===== src/rtl/cmp_thresh_servo.sv =====
module cmp_thresh_servo #(
  parameter int WIN_BITS = 7,
  parameter int CW       = 17
) (
  input  logic                clk,
  input  logic                rst,
  input  logic                hi_hit,
  input  logic                lo_hit,
  input  logic [WIN_BITS:0]   hi_target,
  input  logic [WIN_BITS:0]   lo_target,
  output logic [CW-1:0]       hi_word,
  output logic [CW-1:0]       lo_word
);
  localparam int CNTW = WIN_BITS + 1;
  localparam logic [CW-1:0] MID  = CW'(1) << (CW - 1);
  localparam logic [CW-1:0] MAXW = '1;

  logic [WIN_BITS-1:0] win;
  logic [CNTW-1:0]     hi_acc, lo_acc;
  logic [CNTW-1:0]     hi_sum, lo_sum;
  logic                win_end;

  assign win_end = &win;
  assign hi_sum  = hi_acc + CNTW'(hi_hit);
  assign lo_sum  = lo_acc + CNTW'(lo_hit);

  always_ff @(posedge clk) begin
    if (rst) begin
      win     <= '0;
      hi_acc  <= '0;
      lo_acc  <= '0;
      hi_word <= MID;
      lo_word <= MID;
    end else begin
      win <= win + 1'b1;
      if (win_end) begin
        hi_acc <= '0;
        lo_acc <= '0;
        if (hi_sum > hi_target && hi_word != MAXW)
          hi_word <= hi_word + 1'b1;
        else if (hi_sum < hi_target && hi_word != '0)
          hi_word <= hi_word - 1'b1;
        if (lo_sum > lo_target && lo_word != '0)
          lo_word <= lo_word - 1'b1;
        else if (lo_sum < lo_target && lo_word != MAXW)
          lo_word <= lo_word + 1'b1;
      end else begin
        hi_acc <= hi_sum;
        lo_acc <= lo_sum;
      end
    end
  end
endmodule


===== config.mk =====
export PLATFORM = sky130hd
export DESIGN_NAME = cmp_thresh_servo
export DESIGN_NICKNAME = d
export VERILOG_FILES = /design/src/rtl/cmp_thresh_servo.sv
export SDC_FILE = /design/constraint.sdc
export NUM_CORES = 1
export LEC_CHECK = 0
export ABC_AREA = 0
export BUFFER_PORTS_ARGS = -buffer_cell sky130_fd_sc_hd__buf_2
export CAP_MARGIN = 20
export CORE_MARGIN = 4
export CORE_UTILIZATION = 53
export CTS_CLUSTER_DIAMETER = 120
export DETAILED_ROUTE_END_ITERATION = 10
export GPL_ROUTABILITY_DRIVEN = 1
export PLACE_DENSITY = 0.77
export SKIP_CTS_REPAIR_TIMING = 1
export SYNTH_ARGS = -nofsm -noshare
export SYNTH_HDL_FRONTEND = slang
export SYNTH_SLANG_ARGS = --single-unit

===== constraint.sdc =====
create_clock -name clk -period 5 [get_ports clk]
set_clock_uncertainty 0.2 [all_clocks]
set_input_delay 0.5 -clock clk [delete_from_list [all_inputs] [get_ports clk]]
set_output_delay 0.5 -clock clk [all_outputs]
set_load 0.05 [all_outputs]

==> impl_table.tex, run 1 <==
\begin{tabular}{lr}
\hline
Metric & Value \\
\hline
\multicolumn{2}{l}{\textbf{Outcome}} \\
Run status & finished clean \\
\multicolumn{2}{l}{\textbf{Final layout}} \\
Sequential Area & between 0.001 and 0.0015 mm² \\
Number of cells in the finished layout apart from fillers & 651 \\
Fraction of layout instances using a drive strength above 1 & $\sim$15\% \\
Number of diodes & 0 \\
Area of the multi-input gates & about 0.0029 mm² \\
Most common cell after layout, fill and taps aside & sky130\_fd\_sc\_hd\_\_nor2\_1 \\
Top library cells by usage in the layout, fill and taps aside & sky130\_fd\_sc\_hd\_\_nor2\_1, sky130\_fd\_sc\_hd\_\_dfxtp\_1, sky130\_fd\_sc\_hd\_\_buf\_2 \\
Post-layout nets & approximately 620 \\
Layout area overhead & 14.0\% \\
Fill count & $\sim$670 \\
\multicolumn{2}{l}{\textbf{Synthesis}} \\
Cell types occupying the most area after synthesis & sky130\_fd\_sc\_hd\_\_dfxtp\_1, sky130\_fd\_sc\_hd\_\_ha\_1, sky130\_fd\_sc\_hd\_\_xnor2\_1 \\
Post-synthesis mux area share & between 4 and 5\% \\
Number of warning messages in the yosys log & 0 \\
Asr flop ratio synth & 0\% \\
Mapped Avg Cell Area & about 8.5 µm² \\
Post-synth net total & about 560 \\
Proportion of netlist area held by the largest area contributor & between 20 and 30\% \\
Synth Area in Simple Gates & 19.7\% \\
Yosys reg bits & 57 \\
Compound-gate portion of the synthesized area & 18.3\% \\
Synth Area in Adders & between 15 and 20\% \\
Parity-gate share of the synthesized area counting xor and xnor cells & 9.73\% \\
Cell type with the highest aggregate area in the netlist & sky130\_fd\_sc\_hd\_\_dfxtp\_1 \\
Cell count after synthesis & 489 \\
Most used flip-flop cell after synthesis & sky130\_fd\_sc\_hd\_\_dfxtp\_1 \\
Count of unique library cells instantiated by Yosys & 53 \\
Portion of the post-synthesis area used by sequential elements & between 20\% and 30\% \\
Cell area after synthesis & between 0.004 and 0.005 mm² \\
Count of flip-flops with a built-in enable after synthesis & 0 \\
Main combinational cell family by area after synthesis & simple AND/OR/NAND/NOR gates \\
\multicolumn{2}{l}{\textbf{STA}} \\
Finish-stage setup viols & 0 \\
Normalized max-slew margin & 37.8\% \\
Final hold slack & about 0.24 ns \\
Highest achievable clock rate & around 210 MHz \\
Final hold viol count & 0 \\
Unrepaired setup endpoints after global routing & false \\
Period Utilization, post-route & $\sim$94\% \\
Setup TNS Final & 0 ns \\
Final count of pins violating max slew & 0 \\
Final min period & $\sim$4.7 ns \\
Worst Tran Pin Value & 0.933 ns \\
\multicolumn{2}{l}{\textbf{Global route}} \\
All-layer global routing usage & approximately 22\% \\
Fraction of met3 tracks used by global routing & under 10\% \\
Vias in the first global route & around 3600 \\
Met1 demand-to-capacity share in global routing & between 20\% and 30\% \\
Busiest metal layer after global routing & met2 \\
Wire length of the first global-routing pass & between 15000 and 20000 µm \\
Largest net degree at the start of global routing & 45 \\
Global-route congestion overflow total & 0 \\
Antenna violations before repair & 0 \\
Met2 layer usage reported by global route & a little over a third \\
\multicolumn{2}{l}{\textbf{Power}} \\
Portion of total power attributed to combinational logic & roughly 6.3\% \\
Leakage power total & 2.26 nW \\
IR Drop Worst-Case VDD & approximately 0.00014 V \\
P\_int & between 0.7 and 0.8 mW \\
Power density over the cells & approximately 200 mW/mm² \\
PnR Total Power & 0.957 mW \\
Psw & approximately 0.23 mW \\
Clk pwr share & a little under half \\
Net Sw Frac & around a quarter \\
Reg power frac & between 40\% and 50\% \\
\multicolumn{2}{l}{\textbf{Critical path}} \\
Kind of start point of the critical path & register \\
Required @ worst endpoint & around 5.1 ns \\
Endpoint type of the worst setup path & register \\
Data arrival at the endpoint of the critical path & about 4.8 ns \\
Kind of critical path & reg2reg \\
Crit path max fanout & 10 \\
\multicolumn{2}{l}{\textbf{Floorplanning}} \\
Horiz. Die Dim & just under 100 µm \\
Area of the core region & about 0.0074 mm² \\
Floorplan die height & just under 100 µm \\
Number of standard-cell rows in the floorplan & 31 \\
I/O pin total & 54 \\
Starting density of the core & approximately 56\% \\
Area of the die & $\sim$0.0093 mm² \\
\multicolumn{2}{l}{\textbf{Clock network}} \\
Worst-case clock buffer depth & 2 \\
Root buffer selected by CTS & sky130\_fd\_sc\_hd\_\_clkbuf\_8 \\
Clock tree from TritonCTS & built \\
H-tree lvl count & 3 \\
Number of sinks driven by the clock tree & 57 \\
Clock insertion delay at the later pin of the skew report & 0.34 ns \\
Clock-pin slew on the worst setup and hold paths & $\sim$0.06 ns \\
CTS Buf Count & 9 \\
\multicolumn{2}{l}{\textbf{Hold path}} \\
Class of the worst hold path & reg2reg \\
\multicolumn{2}{l}{\textbf{Placed design}} \\
Routability Congestion & around 0.9 \\
Port-buffer cells & 53 \\
Post-detail-place hpwl & just over 7000 µm \\
Number of placed instances with taps included & between 600 and 700 \\
\multicolumn{2}{l}{\textbf{Job}} \\
Max cap viols & 0 \\
\multicolumn{2}{l}{\textbf{Route}} \\
Average wire per cell in the routed design & between 10 and 15 µm \\
Vias per cell & 5.74 \\
Initial detailed-routing violation count & between 150 and 200 \\
Number of remaining DRC errors & 0 \\
Total via count after detailed routing & 3738 \\
Detailed-router iteration count before antenna repair & 4 \\
Remaining antenna violation count after routing & 0 \\
DRT Wirelength & between 9000 and 10000 µm \\
\hline
\end{tabular}
==> per-layer routing <==
layer	part of all wire, %	wire, µm
met5	0	0
met3	5.9	577
met1	48	4640
met4	1.3	123
met2	45	4380
==> cells in the mapped netlist (all sizes together) (11+ instances only) <==
cell	number
mux2i	18
a21o	13
o21ai	20
nand3	18
a21oi	31
dfxtp	57
xor2	16
nor2	58
and2	14
nand2	29
a211oi	14
xnor2	30
inv	25
nand4	11
ha	52
==> path summary, 6_finish.rpt <==
| path | cells past startpoint | endpoint | slack (ns) | from |
|---|---|---|---|---|
| min | 1 | win[0]$_SDFF_PP0_ | 0.24 | win[0]$_SDFF_PP0_ |
| max | 17 | lo_word[16]$_SDFFE_PP1P_ | 0.31 | lo_acc[0]$_SDFF_PP0_ |
| max reg2reg | 17 | lo_word[16]$_SDFFE_PP1P_ | 0.31 | lo_acc[0]$_SDFF_PP0_ |
| min reg2reg | 1 | win[0]$_SDFF_PP0_ | 0.24 | win[0]$_SDFF_PP0_ |
==> worst max-delay path, stage by stage (launching register included) <==
cell and delay, ns:
sky130_fd_sc_hd__dfxtp_1 0.30, sky130_fd_sc_hd__ha_1 0.20, sky130_fd_sc_hd__ha_1 0.21, sky130_fd_sc_hd__xor2_1 0.24, sky130_fd_sc_hd__ha_1 0.29, sky130_fd_sc_hd__a21o_1 0.16, sky130_fd_sc_hd__a221o_1 0.35, sky130_fd_sc_hd__a221oi_2 0.41
sky130_fd_sc_hd__a311oi_4 0.15, sky130_fd_sc_hd__buf_4 0.24, sky130_fd_sc_hd__ha_1 0.37, sky130_fd_sc_hd__and3_1 0.23, sky130_fd_sc_hd__nand2_1 0.08, sky130_fd_sc_hd__o31ai_2 0.30, sky130_fd_sc_hd__a41oi_1 0.18, sky130_fd_sc_hd__a21oi_1 0.20
sky130_fd_sc_hd__mux2i_1 0.28, sky130_fd_sc_hd__mux2i_1 0.21
==> power by group through the flow <==
| stage | clock network, mW | registers (mW) | logic [mW] |
|---|---|---|---|
| 6_report | 0.433 | 0.463 | 0.0607 |
| 5_1_grt | 0.465 | 0.463 | 0.0699 |
| 4_1_cts | 0.439 | 0.463 | 0.0598 |
| 3_5_place_dp | 0 | 0.473 | 0.0594 |
| 3_3_place_gp | 0 | 0.473 | 0.0568 |
| 2_1_floorplan | 0 | 0.472 | 0.0414 |
==> sequential cells by signal, summed over array words and instances, names as in the netlist <==
signal,flops
win,7
lo_word,17
hi_acc,8
lo_acc,8
hi_word,17
==> metrics by stage <==
stage                     cell area, µm²  setup WS [ns]  util (%)
after floorplan                     4150          0.205         -
after global placement              4510          0.147      60.9
after detailed placement            4510        -0.0430      60.9
after CTS                           4700          0.255      63.4
after global routing                4720        0.00848      63.7
final                               4720          0.308      63.7
==> area by class of cell <==
type / count / share of cell area [%]
sequential: 57 / 24.2
clock inverter: 3 / 0.848
multi-input combinational: 397 / 61.0
clock buffer: 13 / 3.15
tap: 99 / 2.62
inverter: 25 / 1.99
timing repair buffer: 57 / 6.25
==> kinds of logic after synthesis <==
family                   after synthesis
XOR/XNOR                              46
flip-flops                            57
buffers and inverters                 35
AO/OA/AOI/OAI                        113
adder cells (fa/ha/maj)               54
multiplexers                          18
AND/OR/NAND/NOR                      166
No activity file was read; power rests on OpenSTA's default activity.
==> run 2: changes to the inputs <==
RECOVER_POWER = 100   (was not set)
==> run 2 against run 1 <==
  * Core utilization fell by 0.76 points
  * Worst setup slack gained 0.0045 ns
  * Register-to-register slack hardly changed
  * Count of clock-buffer cells in the layout unchanged
  * Sequential power is essentially flat
  * Highest routed layer unchanged
==> impl_table.tex, run 2 (same netlist as run 1, synthesis figures left out) <==
\begin{tabular}{lr}
\hline
Metric & Value \\
\hline
\multicolumn{2}{l}{\textbf{Outcome}} \\
Run status & finished clean \\
\multicolumn{2}{l}{\textbf{Route}} \\
Total via count after detailed routing & 3724 (-0.37\%) \\
Initial detailed-routing violation count & 133 (-13\%) \\
Remaining antenna violation count after routing & 0 (unchanged) \\
Detailed-router iteration count before antenna repair & 4 (unchanged) \\
Number of remaining DRC errors & 0 (unchanged) \\
DRT Wirelength & 9730 µm (about the same) \\
Vias per cell & 5.72 (-0.37\%) \\
Average wire per cell in the routed design & 15.0 µm (about the same) \\
\multicolumn{2}{l}{\textbf{Clock network}} \\
Clock-pin slew on the worst setup and hold paths & 0.06 ns (about the same) \\
Root buffer selected by CTS & sky130\_fd\_sc\_hd\_\_clkbuf\_8 \\
H-tree lvl count & 3 (unchanged) \\
Clock insertion delay at the later pin of the skew report & 0.34 ns (about the same) \\
Clock tree from TritonCTS & built \\
CTS Buf Count & 9 (unchanged) \\
Worst-case clock buffer depth & 2 (unchanged) \\
Number of sinks driven by the clock tree & 57 (unchanged) \\
\multicolumn{2}{l}{\textbf{Critical path}} \\
Endpoint type of the worst setup path & register \\
Worst setup path startpoint & lo\_acc[0]\$\_SDFF\_PP0\_ \\
Data arrival at the endpoint of the critical path & 4.75 ns (about the same) \\
Minimum setup slack among reg-to-reg paths & 0.31 ns (about the same) \\
Crit path buffers/inverters & 1 (unchanged) \\
Kind of critical path & reg2reg \\
Critical-path cell list & ha\_1 > ha\_1 > xor2\_1 > ha\_1 > a21o\_1 > a221o\_1 > a221oi\_2 > a311oi\_4 > buf\_4 > ha\_1 > and3\_1 > nand2\_1 > o31ai\_2 > a41oi\_1 > a21oi\_1 > mux2i\_1 > mux2i\_1 \\
Standard cell with the maximum stage delay on the critical path & sky130\_fd\_sc\_hd\_\_a221oi\_2 \\
Highest cell delay on the worst timing path & 0.41 ns (about the same) \\
Dominant delay contributor by cell family on the critical path & compound AO/OA/AOI/OAI gates \\
Most frequent cell on the critical path & sky130\_fd\_sc\_hd\_\_ha\_1 \\
Required @ worst endpoint & 5.07 ns (about the same) \\
Worst R2R Start & lo\_acc[0]\$\_SDFF\_PP0\_ \\
Crit path max fanout & 10 (unchanged) \\
Kind of start point of the critical path & register \\
\multicolumn{2}{l}{\textbf{Final layout}} \\
Layout area overhead & 12.6\% \\
Post-layout nets & 621 (unchanged) \\
Largest registers & hi\_word x17, lo\_word x17 \\
Fill count & 688 (+2.8\%) \\
Sequential Area & 0.00114 mm² (unchanged) \\
Most common cell after layout, fill and taps aside & sky130\_fd\_sc\_hd\_\_nor2\_1 \\
Fraction of layout instances using a drive strength above 1 & 7.97\% (-6.7 points) \\
Number of diodes & 0 (unchanged) \\
Area of the multi-input gates & 0.00287 mm² (-0.35\%) \\
Top library cells by usage in the layout, fill and taps aside & sky130\_fd\_sc\_hd\_\_nor2\_1, sky130\_fd\_sc\_hd\_\_dfxtp\_1, sky130\_fd\_sc\_hd\_\_ha\_1 \\
Share of the core filled with cells & 63.0\% (-0.76 points) \\
\multicolumn{2}{l}{\textbf{Power}} \\
Power density over the cells & 205 mW/mm² (+1.4\%) \\
Reg power frac & 48.3\% (about the same) \\
Net Sw Frac & 24.0\% (+0.13 points) \\
Psw & 0.230 mW (+0.67\%) \\
Clk pwr share & 45.4\% (about the same) \\
Portion of total power attributed to combinational logic & 6.3\% (about the same) \\
IR Drop Worst-Case VDD & 0.000136 V (+0.56\%) \\
P\_int & 0.728 mW (about the same) \\
Leakage power total & 2.11 nW (-6.7\%) \\
PnR Total Power & 0.958 mW (+0.14\%) \\
\multicolumn{2}{l}{\textbf{Global route}} \\
Wire length of the first global-routing pass & 16400 µm (unchanged) \\
Largest net degree at the start of global routing & 45 (unchanged) \\
Global-route congestion overflow total & 0 (unchanged) \\
Antenna violations before repair & 0 (unchanged) \\
All-layer global routing usage & 22.1\% (unchanged) \\
Vias in the first global route & 3623 (unchanged) \\
\multicolumn{2}{l}{\textbf{Floorplanning}} \\
Floorplan die height & 96.4 µm (unchanged) \\
I/O pin total & 54 (unchanged) \\
Number of standard-cell rows in the floorplan & 31 (unchanged) \\
Horiz. Die Dim & 96.4 µm (unchanged) \\
Area of the die & 0.00929 mm² (unchanged) \\
Starting density of the core & 55.9\% (unchanged) \\
Area of the core region & 0.00741 mm² (unchanged) \\
\multicolumn{2}{l}{\textbf{STA}} \\
Final min period & 4.69 ns (-0.00450 ns) \\
Period Utilization, post-route & 93.8\% (about the same) \\
Final count of pins violating max slew & 0 (unchanged) \\
Worst Tran Pin Value & 1.27 ns (+0.335 ns) \\
Finish-stage setup viols & 0 (unchanged) \\
Final hold slack & 0.238 ns (+0.0000220 ns) \\
Unrepaired setup endpoints after global routing & false \\
Highest achievable clock rate & 213 MHz (about the same) \\
Normalized max-slew margin & 15.5\% (-22 points) \\
Final hold viol count & 0 (unchanged) \\
\multicolumn{2}{l}{\textbf{Placed design}} \\
Routability Congestion & 0.913 (unchanged) \\
Port-buffer cells & 53 (unchanged) \\
Post-detail-place hpwl & 7260 µm (unchanged) \\
\multicolumn{2}{l}{\textbf{Job}} \\
Max cap viols & 0 (unchanged) \\
\multicolumn{2}{l}{\textbf{Hold path}} \\
Hold wc startpoint & win[0]\$\_SDFF\_PP0\_ \\
Class of the worst hold path & reg2reg \\
\hline
\end{tabular}
## run 2: cell types whose count changed in the layout (fill, tap and decap cells not counted)
cell	change
sky130_fd_sc_hd__a21bo_1	+1
sky130_fd_sc_hd__a21bo_4	-1
sky130_fd_sc_hd__a21oi_1	+1
sky130_fd_sc_hd__a21oi_2	-1
sky130_fd_sc_hd__and2_0	+10
sky130_fd_sc_hd__and2_1	-10
sky130_fd_sc_hd__buf_2	-34
sky130_fd_sc_hd__buf_4	-1
sky130_fd_sc_hd__clkbuf_1	+35
## run 2: metal layers
metal,global-route usage (%),vias to the layer above,routed length (µm)
met5,0,-,0
met4,7.71,0,97
met3,3.56,9,483
met2,36.2,75,4430
met1,29.4,1734,4730
li1,-,1906,-
## run 2: cell type report
class	count	area share [%]
inverters	25	2.01
multi-input cells	397	61.5
flip-flops and latches	57	24.5
clock buffers	13	3.19
clock inverters	3	0.858
repair buffers	57	5.34
well taps	99	2.66
## run 2: final timing paths
| kind | end | depth (start not counted) |
|---|---|---|
| worst max register to register | lo_word[16]$_SDFFE_PP1P_ | 17 |
| worst min register to register | win[0]$_SDFF_PP0_ | 1 |
| worst max-delay path | lo_word[16]$_SDFFE_PP1P_ | 17 |
| worst min-delay path | win[0]$_SDFF_PP0_ | 1 |
## run 2: stage by stage
step	cell area [µm²]	std cells	TNS, ns	setup slack, ns
2_1_floorplan	4150	489	0	0.205
3_3_place_gp	4510	635	0	0.147
3_5_place_dp	4510	635	-0.0430	-0.0430
4_1_cts	4700	651	0	0.255
5_1_grt	4660	651	0	0.00874
6_report	4660	651	0	0.312
## run 2: power by group through the flow
| stage | Sequential, mW | Combinational (mW) | Clock, mW |
|---|---|---|---|
| 2_1_floorplan | 0.472 | 0.0414 | 0 |
| 3_3_place_gp | 0.473 | 0.0568 | 0 |
| 3_5_place_dp | 0.473 | 0.0594 | 0 |
| 4_1_cts | 0.463 | 0.0598 | 0.439 |
| 5_1_grt | 0.463 | 0.0698 | 0.465 |
| 6_report | 0.463 | 0.0605 | 0.435 |
==> run 3: changes to the inputs <==
CELL_PAD_IN_SITES_DETAIL_PLACEMENT = 1   (was not set)
CELL_PAD_IN_SITES_GLOBAL_PLACEMENT = 1   (was not set)
CORE_UTILIZATION = 40   (was 53)
CTS_CLUSTER_DIAMETER = 150   (was 120)
PLACE_DENSITY = not set   (was 0.77)
PLACE_DENSITY_LB_ADDON = 0.1   (was not set)
==> run 3 against run 2 <==
  * Worst setup slack got worse by 0.033 ns
  * Clock power rose by 2%
  * Die area rose by 30%
  * Register-to-register slack got worse by 0.03 ns
  * Worst hold slack barely moved
  * Critical path depth did not move
  * Core utilization fell by 15 points
  * Power rose by 0.94%
  * Sequential power barely moved
  * Flip-flop and latch count did not move
==> impl_table.tex, run 3 (same netlist as run 1, synthesis figures left out) <==
\begin{tabular}{lr}
\hline
Metric & Value \\
\hline
\multicolumn{2}{l}{\textbf{Global route}} \\
Antenna violations before repair & 0 (unchanged) \\
Vias in the first global route & 3817 (+5.4\%) \\
Busiest metal layer after global routing & met2 \\
All-layer global routing usage & 19.2\% (-2.9 points) \\
Met2 layer usage reported by global route & 31.8\% (-4.3 points) \\
Global-route congestion overflow total & 0 (unchanged) \\
Largest net degree at the start of global routing & 45 (unchanged) \\
Met1 demand-to-capacity share in global routing & 25.7\% (-3.6 points) \\
Fraction of met3 tracks used by global routing & 3.41\% (-0.16 points) \\
Wire length of the first global-routing pass & 18500 µm (+13\%) \\
\multicolumn{2}{l}{\textbf{Placed design}} \\
Number of placed instances with taps included & 669 (+5.4\%) \\
Port-buffer cells & 53 (unchanged) \\
Post-detail-place hpwl & 8300 µm (+14\%) \\
Routability Congestion & 0.846 (-7.4\%) \\
Instance area at placement & 0.00456 mm² (+1.2\%) \\
\multicolumn{2}{l}{\textbf{Critical path}} \\
Worst setup path startpoint & lo\_acc[0]\$\_SDFF\_PP0\_ \\
Highest cell delay on the worst timing path & 0.43 ns (+0.02 ns) \\
Critical-path cell list & ha\_1 > ha\_1 > xor2\_1 > ha\_1 > a21o\_1 > a221o\_1 > a221oi\_2 > a311oi\_1 > buf\_4 > ha\_1 > a2111o\_1 > a21oi\_1 > o31ai\_2 > a41oi\_1 > a21oi\_1 > mux2i\_1 > mux2i\_1 \\
Endpoint type of the worst setup path & register \\
Worst R2R Start & lo\_acc[0]\$\_SDFF\_PP0\_ \\
Data arrival at the endpoint of the critical path & 4.79 ns (+0.04 ns) \\
Standard cell with the maximum stage delay on the critical path & sky130\_fd\_sc\_hd\_\_a2111o\_1 \\
Kind of start point of the critical path & register \\
Kind of critical path & reg2reg \\
Crit path max fanout & 11 (+1) \\
Minimum setup slack among reg-to-reg paths & 0.28 ns (-0.03 ns) \\
Count of cells along the worst register-to-register path & 17 (unchanged) \\
Most frequent cell on the critical path & sky130\_fd\_sc\_hd\_\_ha\_1 \\
Reg-to-reg endpoint & lo\_word[16]\$\_SDFFE\_PP1P\_ \\
Required @ worst endpoint & 5.07 ns (about the same) \\
\multicolumn{2}{l}{\textbf{STA}} \\
Highest achievable clock rate & 212 MHz (-0.71\%) \\
Finish-stage setup viols & 0 (unchanged) \\
Final hold viol count & 0 (unchanged) \\
Worst Tran Pin Value & 1.28 ns (+0.0149 ns) \\
Setup TNS Final & 0 ns (unchanged) \\
Final count of pins violating max slew & 0 (unchanged) \\
Unrepaired setup endpoints after global routing & false \\
Final min period & 4.72 ns (+0.0333 ns) \\
Final hold slack & 0.238 ns (+0.0000620 ns) \\
Normalized max-slew margin & 14.5\% (-0.99 points) \\
Period Utilization, post-route & 94.4\% (+0.67 points) \\
\multicolumn{2}{l}{\textbf{Clock network}} \\
Number of sinks driven by the clock tree & 57 (unchanged) \\
Clock tree from TritonCTS & built \\
Clock-pin slew on the worst setup and hold paths & 0.07 ns (about the same) \\
Worst-case clock buffer depth & 2 (unchanged) \\
Root buffer selected by CTS & sky130\_fd\_sc\_hd\_\_clkbuf\_8 \\
H-tree lvl count & 3 (unchanged) \\
CTS Buf Count & 9 (unchanged) \\
Clock insertion delay at the later pin of the skew report & 0.34 ns (about the same) \\
\multicolumn{2}{l}{\textbf{Floorplanning}} \\
Area of the die & 0.0120 mm² (+30\%) \\
Area of the core region & 0.00991 mm² (+34\%) \\
Horiz. Die Dim & 110 µm (+14\%) \\
I/O pin total & 54 (unchanged) \\
Number of standard-cell rows in the floorplan & 36 (+16\%) \\
Floorplan die height & 110 µm (+14\%) \\
Starting density of the core & 41.8\% (-14 points) \\
\multicolumn{2}{l}{\textbf{Route}} \\
Total via count after detailed routing & 3728 (+0.11\%) \\
Average wire per cell in the routed design & 16.1 µm (+7.5\%) \\
Remaining antenna violation count after routing & 0 (unchanged) \\
Vias per cell & 5.44 (-4.9\%) \\
Detailed-router iteration count before antenna repair & 4 (unchanged) \\
DRT Wirelength & 11000 µm (+13\%) \\
Initial detailed-routing violation count & 123 (-7.5\%) \\
Number of remaining DRC errors & 0 (unchanged) \\
\multicolumn{2}{l}{\textbf{Final layout}} \\
Layout area overhead & 13.7\% \\
Fill count & 1237 (+80\%) \\
Post-layout nets & 622 (+0.16\%) \\
Fraction of layout instances using a drive strength above 1 & 7.97\% (unchanged) \\
Largest registers & hi\_word x17, lo\_word x17 \\
Final standard cell area without fillers & 0.00471 mm² (+0.94\%) \\
Share of the core filled with cells & 47.5\% (-15 points) \\
Top library cells by usage in the layout, fill and taps aside & sky130\_fd\_sc\_hd\_\_nor2\_1, sky130\_fd\_sc\_hd\_\_dfxtp\_1, sky130\_fd\_sc\_hd\_\_ha\_1 \\
Most common cell after layout, fill and taps aside & sky130\_fd\_sc\_hd\_\_nor2\_1 \\
Number of cells in the finished layout apart from fillers & 685 (+5.2\%) \\
Number of diodes & 0 (unchanged) \\
\multicolumn{2}{l}{\textbf{Hold path}} \\
Class of the worst hold path & reg2reg \\
Worst hold endpoint & win[0]\$\_SDFF\_PP0\_ \\
Hold wc startpoint & win[0]\$\_SDFF\_PP0\_ \\
Number of stages on the worst hold path & 1 (unchanged) \\
\multicolumn{2}{l}{\textbf{Outcome}} \\
Run status & finished clean \\
\multicolumn{2}{l}{\textbf{Power}} \\
Leakage power total & 2.12 nW (+0.49\%) \\
Power density over the cells & 205 mW/mm² (about the same) \\
IR Drop Worst-Case VDD & 0.000127 V (-6.8\%) \\
\multicolumn{2}{l}{\textbf{Job}} \\
Max cap viols & 0 (unchanged) \\
\hline
\end{tabular}
run 3: how the worst max path moves through the flow:
stage / endpoint / cells after the start
after global placement: lo_word[15]$_SDFFE_PP0P_ / 18
after floorplan: hi_word[16]$_SDFFE_PP1P_ / 18
after detailed placement: lo_word[16]$_SDFFE_PP1P_ / 18
final: lo_word[16]$_SDFFE_PP1P_ / 17
after CTS: lo_word[16]$_SDFFE_PP1P_ / 17
after global routing: lo_word[15]$_SDFFE_PP0P_ / 17
run 3: critical path: cells and delay by family, from the launching register on:
| family | cells | cell delay [ns] |
|---|---|---|
| muxes | 2 | 0.42 |
| xor gates and xnor gates | 1 | 0.25 |
| AOI/OAI and AO/OA | 9 | 2.17 |
| DFF | 1 | 0.31 |
| adders and majority gates | 4 | 1.07 |
| buffers and inverters | 1 | 0.23 |
run 3: where the power goes:
part	internal (mW)	switching [mW]	total [mW]	leakage, nW
Combinational	0.0258	0.0340	0.0598	1.56
Clock	0.253	0.191	0.444	0.102
Sequential	0.459	0.00379	0.463	0.460
Total	0.738	0.229	0.967	2.12
run 3: cell type report:
class / instances / area, µm² / area share [%]
inverter: 25 / 93.8 / 1.99
clock buffer: 12 / 155 / 3.30
sequential: 57 / 1140 / 24.2
timing repair buffer: 58 / 269 / 5.71
clock inverter: 3 / 40.0 / 0.850
multi-input combinational: 397 / 2840 / 60.4
tap: 133 / 166 / 3.53
run 3: metrics by stage:
stage	setup slack, ns	total power [mW]
2_1_floorplan	0.205	0.514
3_3_place_gp	-0.0905	0.532
3_5_place_dp	-0.286	0.535
4_1_cts	-0.00172	0.984
5_1_grt	0.00560	1.01
6_report	0.279	0.967
run 3: per-layer routing:
layer  wire length (µm)  up-vias
li1                   -     1887
met5                  0        -
met3                413        9
met4                105        0
met1               5390     1780
met2               5100       52
